[src/rtl/rtc_field_chain.sv]
module rtc_field_chain #(
  parameter int YEAR_W   = 7,
  parameter int YEAR_MAX = 99
) (
  input  logic              clk,
  input  logic              rst_n,
  input  logic              tick_1hz,
  input  logic              set_mode,
  input  logic [2:0]        field_sel,
  input  logic              step,
  output logic [5:0]        sec,
  output logic [5:0]        min,
  output logic [4:0]        hr,
  output logic [4:0]        day,
  output logic [3:0]        mon,
  output logic [YEAR_W-1:0] yr,
  output logic [5:0]        blink
);

  localparam logic [YEAR_W-1:0] YTOP = YEAR_W'(YEAR_MAX);

  function automatic logic [4:0] month_len(input logic [3:0] m, input logic [YEAR_W-1:0] y);
    case (m)
      4'd2:                      return (y[1:0] == 2'd0) ? 5'd29 : 5'd28;
      4'd4, 4'd6, 4'd9, 4'd11:   return 5'd30;
      default:                   return 5'd31;
    endcase
  endfunction

  logic tick_q, phase, tick_rise;
  logic c_sec, c_min, c_hr, c_day, c_mon;
  logic [5:0] n_sec, n_min;
  logic [4:0] n_hr, n_day, cur_len, new_len;
  logic [3:0] n_mon;
  logic [YEAR_W-1:0] n_yr;

  assign tick_rise = tick_1hz & ~tick_q;
  assign cur_len   = month_len(mon, yr);

  assign c_sec = sec == 6'd59;
  assign c_min = c_sec & (min == 6'd59);
  assign c_hr  = c_min & (hr == 5'd23);
  assign c_day = c_hr & (day == cur_len);
  assign c_mon = c_day & (mon == 4'd12);

  always_comb begin
    n_sec = sec; n_min = min; n_hr = hr;
    n_day = day; n_mon = mon; n_yr = yr;
    if (!set_mode) begin
      if (tick_rise) begin
        n_sec = c_sec ? 6'd0 : sec + 6'd1;
        if (c_sec) n_min = (min == 6'd59) ? 6'd0 : min + 6'd1;
        if (c_min) n_hr  = (hr == 5'd23) ? 5'd0 : hr + 5'd1;
        if (c_hr)  n_day = (day == cur_len) ? 5'd1 : day + 5'd1;
        if (c_day) n_mon = (mon == 4'd12) ? 4'd1 : mon + 4'd1;
        if (c_mon) n_yr  = (yr == YTOP) ? '0 : yr + 1'b1;
      end
    end else if (step) begin
      case (field_sel)
        3'd0: n_sec = (sec == 6'd59) ? 6'd0 : sec + 6'd1;
        3'd1: n_min = (min == 6'd59) ? 6'd0 : min + 6'd1;
        3'd2: n_hr  = (hr == 5'd23) ? 5'd0 : hr + 5'd1;
        3'd3: n_day = (day >= cur_len) ? 5'd1 : day + 5'd1;
        3'd4: n_mon = (mon == 4'd12) ? 4'd1 : mon + 4'd1;
        3'd5: n_yr  = (yr == YTOP) ? '0 : yr + 1'b1;
        default: ;
      endcase
    end
    new_len = month_len(n_mon, n_yr);
    if (set_mode && n_day > new_len) n_day = new_len;
  end

  always_ff @(posedge clk or negedge rst_n) begin
    if (!rst_n) begin
      sec <= '0; min <= '0; hr <= '0;
      day <= 5'd1; mon <= 4'd1; yr <= '0;
      tick_q <= 1'b0; phase <= 1'b0;
    end else begin
      sec <= n_sec; min <= n_min; hr <= n_hr;
      day <= n_day; mon <= n_mon; yr <= n_yr;
      tick_q <= tick_1hz;
      if (!set_mode)      phase <= 1'b0;
      else if (tick_rise) phase <= ~phase;
    end
  end

  assign blink = (set_mode && phase && field_sel < 3'd6) ? (6'd1 << field_sel) : 6'd0;

endmodule

[config.mk]
export PLATFORM = sky130hd
export DESIGN_NAME = rtc_field_chain
export DESIGN_NICKNAME = d
export VERILOG_FILES = /design/src/rtl/rtc_field_chain.sv
export SDC_FILE = /design/constraint.sdc
export NUM_CORES = 1
export LEC_CHECK = 0
export BUFFER_PORTS_ARGS = -buffer_cell sky130_fd_sc_hd__buf_4
export CAP_MARGIN = 20
export CORE_ASPECT_RATIO = 1.2
export CORE_MARGIN = 2
export CORE_UTILIZATION = 56
export CTS_CLUSTER_DIAMETER = 30
export DETAILED_ROUTE_END_ITERATION = 7
export PLACE_DENSITY = 0.86
export SYNTH_ARGS = -nofsm -noshare
export SYNTH_HDL_FRONTEND = slang
export SYNTH_SLANG_ARGS = --single-unit
[constraint.sdc]
create_clock -name clk -period 4.4 [get_ports clk]
set_clock_uncertainty 0.1 [all_clocks]
set_input_delay 0.22 -clock clk [delete_from_list [all_inputs] [get_ports clk]]
set_output_delay 0.22 -clock clk [all_outputs]
set_load 0.01 [all_outputs]
==> summary.txt <==
run status: finished, final reports clean
synthesized area per cell: 8.81 sq um
drc violations: 0
most numerous cell in the Yosys netlist: dfrtp_1
kind of start point of the critical path: register
via count: 2248
I/O pin total: 47
Clk pin slew, worst setup/hold paths: 0.07 ns
initial drt markers: 150
register area share after synthesis: 35.6%
Slowest Stage Delay on Critical Path: 0.60 ns
chip width: 64.6 microns
largest net degree at the start of global routing: 36
Final Hold Viols: 0
row count: 26
GPL Wtd Cong: 0.963
PortBufs: 46
final setup vio count: 0
crit end category: register
Max Fclk: 245 MHz
EDFF count, synth: 0
worst-margin pin slew: 0.660 ns
pwr dens: 447 mW/mm^2
Post-Syn Area: 0.00247 sq mm
initial antenna violation count: 0
ant diodes: 0
maximum vdd drop: 298 uV
Routed WL: 5720 microns
CTS max path bufs: 2
leakage power: 0.00139 uW
global router's overall resource usage: 23.6%
slowest CP cell: dfstp_2
HP Class: input port to register
post-layout minimum cycle time: 4.09 ns
CP dominant cell by count: ha_1
R2R cell count: 18
fraction of layout cells with a size suffix above 1: 26.3%
Place WS: 0.264 ns
first-pass GRT wire length: 9290 microns
distinct cell type count after synthesis: 57
synth warn: 0
Worst Path Arrival: 4.18 ns
Skew-Pair Late Insertion Delay: 0.30 ns
vias in the first global route: 2090
remaining antenna violation count: 0
Post-synth top cells: 33 x dfrtp_1, 32 x nand2_1, 24 x o21ai_0
Final period util: 92.9%
ys async rst share: 100%
Max-slew headroom: 56.0%
Area growth, synth to finish: 24.6%
fin worst setup slack: 0.312 ns
cts bufs inserted: 5
DPL Wire Length: 4060 microns
setup TNS: 0 ns
CTS tree: built
H-tree depth: 2
Primary FF master, synth: dfrtp_1
Placeable Area: 0.00426 sq mm
DIE AREA: 0.00496 sq mm
GRT overflow: 0
Synth top area share: 33.5%
Clock Sinks: 35
Max Cap Viol: 0
synth top area cells: dfrtp_1 33%, ha_1 7.1%, o21ai_0 4.9%
Max FO, Critical Path: 8
kind of critical path: register to register
Starting Density: 57.9%
critical path cell sequence: buf_4 -> ha_1 -> nor2_1 -> o21ai_0 -> o21ai_1 -> ha_1 -> nand3_1 -> nor2_2 -> nand4_4 -> o22a_4 -> a2111oi_4 -> nor3_1 -> ha_1 -> nand2_1 -> o211ai_1 -> a21oi_1 -> o211ai_1 -> o41ai_2
routed len/inst: 14.6 microns
Die H: 76.7 microns
Slew Limit Fails: 0
Post-Synthesis Cells: 280
worst hold stages: 2
Yosys reg bits: 35
nets: 356
vias per cell: 5.75
Synth area leader: dfrtp_1
syn_nets: 302
worst endpoint required time: 4.49 ns
Root Buffer: clkbuf_8
DRT Pass-1 Iters: 4
per-layer routing:
layer	GRT usage (%)	part of all wire (%)
met2	41.4	52
met4	6.81	1.3
met3	6.01	4.9
met1	28.2	42
met5	0	0
report_power, final:
group          switching (uW)  leakage [uW]  internal, uW
Clock                     127     0.0000581           169
Sequential                123      0.000442           397
Combinational             287      0.000890           273
Total                     537       0.00139           839
what timing repair did:
| action | 4_1_cts | 5_1_grt |
|---|---|---|
| gates resized for setup | 0 | 8 |
| buffers inserted | 0 | 7 |
| setup endpoints to repair | 0 | 2 |
| hold buffers | 2 | 0 |
| hold endpoints to repair | 34 | 0 |
state kept, by name (all words and copies together) (netlist names):
name and count:
mon 4, day 5, phase 1, min 6
sec 6, tick_q 1, yr 7, hr 5
cell families (layout without fill, tap and decap cells):
logic type               Yosys count  after routing  synth area share, %
adder cells (fa/ha/maj)           14             14                 7.10
XOR/XNOR                           4              4                 1.42
AND/OR/NAND/NOR                  122            122                 28.0
buffers and inverters             18             73                 2.89
multiplexers                       9              9                 3.90
flip-flops                        35             35                 35.6
AO/OA/AOI/OAI                     78             78                 21.1
stage by stage:
step,area [sq um],std cells,util (%),total power (uW),hold WS [ns]
floorplan,2470,280,-,832,-0.176
global placement,2850,374,66.9,1020,0.101
detailed placement,2850,374,66.9,1040,0.106
CTS,2980,384,70.0,1340,0.174
global route,3070,391,72.1,1480,0.189
finish,3070,391,72.1,1380,0.181
area by class of cell:
cell class                 count  area (sq um)
timing repair buffer          55           418
sequential                    35           878
clock buffer                   5          68.8
inverter                      10          37.5
clock inverter                 3          43.8
multi-input combinational    227          1560
tap                           56          70.1
fill                         340          1190
cell usage in the layout (no fill, tap or decap), drive strengths merged, types with 2 or more instances in the layout:
master,synthesis,routed
dfrtp,33,33
dfstp,2,2
o21a,3,3
nand2,33,33
o31ai,6,6
or3,2,2
nand4b,4,4
nand4,4,4
mux2,5,5
nor3b,3,3
nor3,13,13
a211oi,2,2
dlygate4sd3,0,2
nor4b,2,2
and3,4,4
nand3,14,14
o41ai,2,2
xnor2,4,4
o211ai,4,4
clkinv,0,2
a21oi,15,15
nor2b,7,7
or2,3,3
mux2i,4,4
nand2b,5,5
o21ai,27,27
inv,10,10
a21o,6,6
ha,14,14
and2,2,2
a31oi,3,3
buf,4,53
clkbuf,4,5
nor2,21,21
critical path: cells and delay by family, from the launching register on:
family | cells | cell delay [ns]
flops | 1 | 0.60
buf+inv | 1 | 0.14
compound gates | 8 | 1.69
simple gates | 6 | 0.70
fa+ha+maj | 3 | 0.76
worst paths after layout:
path                            slack, ns                  to               from
worst max-delay path                 0.31    day[0]$_DFF_PN1_   mon[0]$_DFF_PN1_
worst min-delay path                 0.18    day[4]$_DFF_PN0_           set_mode
worst max register to register       0.31    day[0]$_DFF_PN1_   mon[0]$_DFF_PN1_
worst min register to register       0.43   yr[6]$_DFFE_PN0P_  yr[6]$_DFFE_PN0P_
max in group asynchronous            3.54    mon[0]$_DFF_PN1_              rst_n
min in group asynchronous            0.30  sec[3]$_DFFE_PN0P_              rst_n
(Power assumes the default switching activity.)
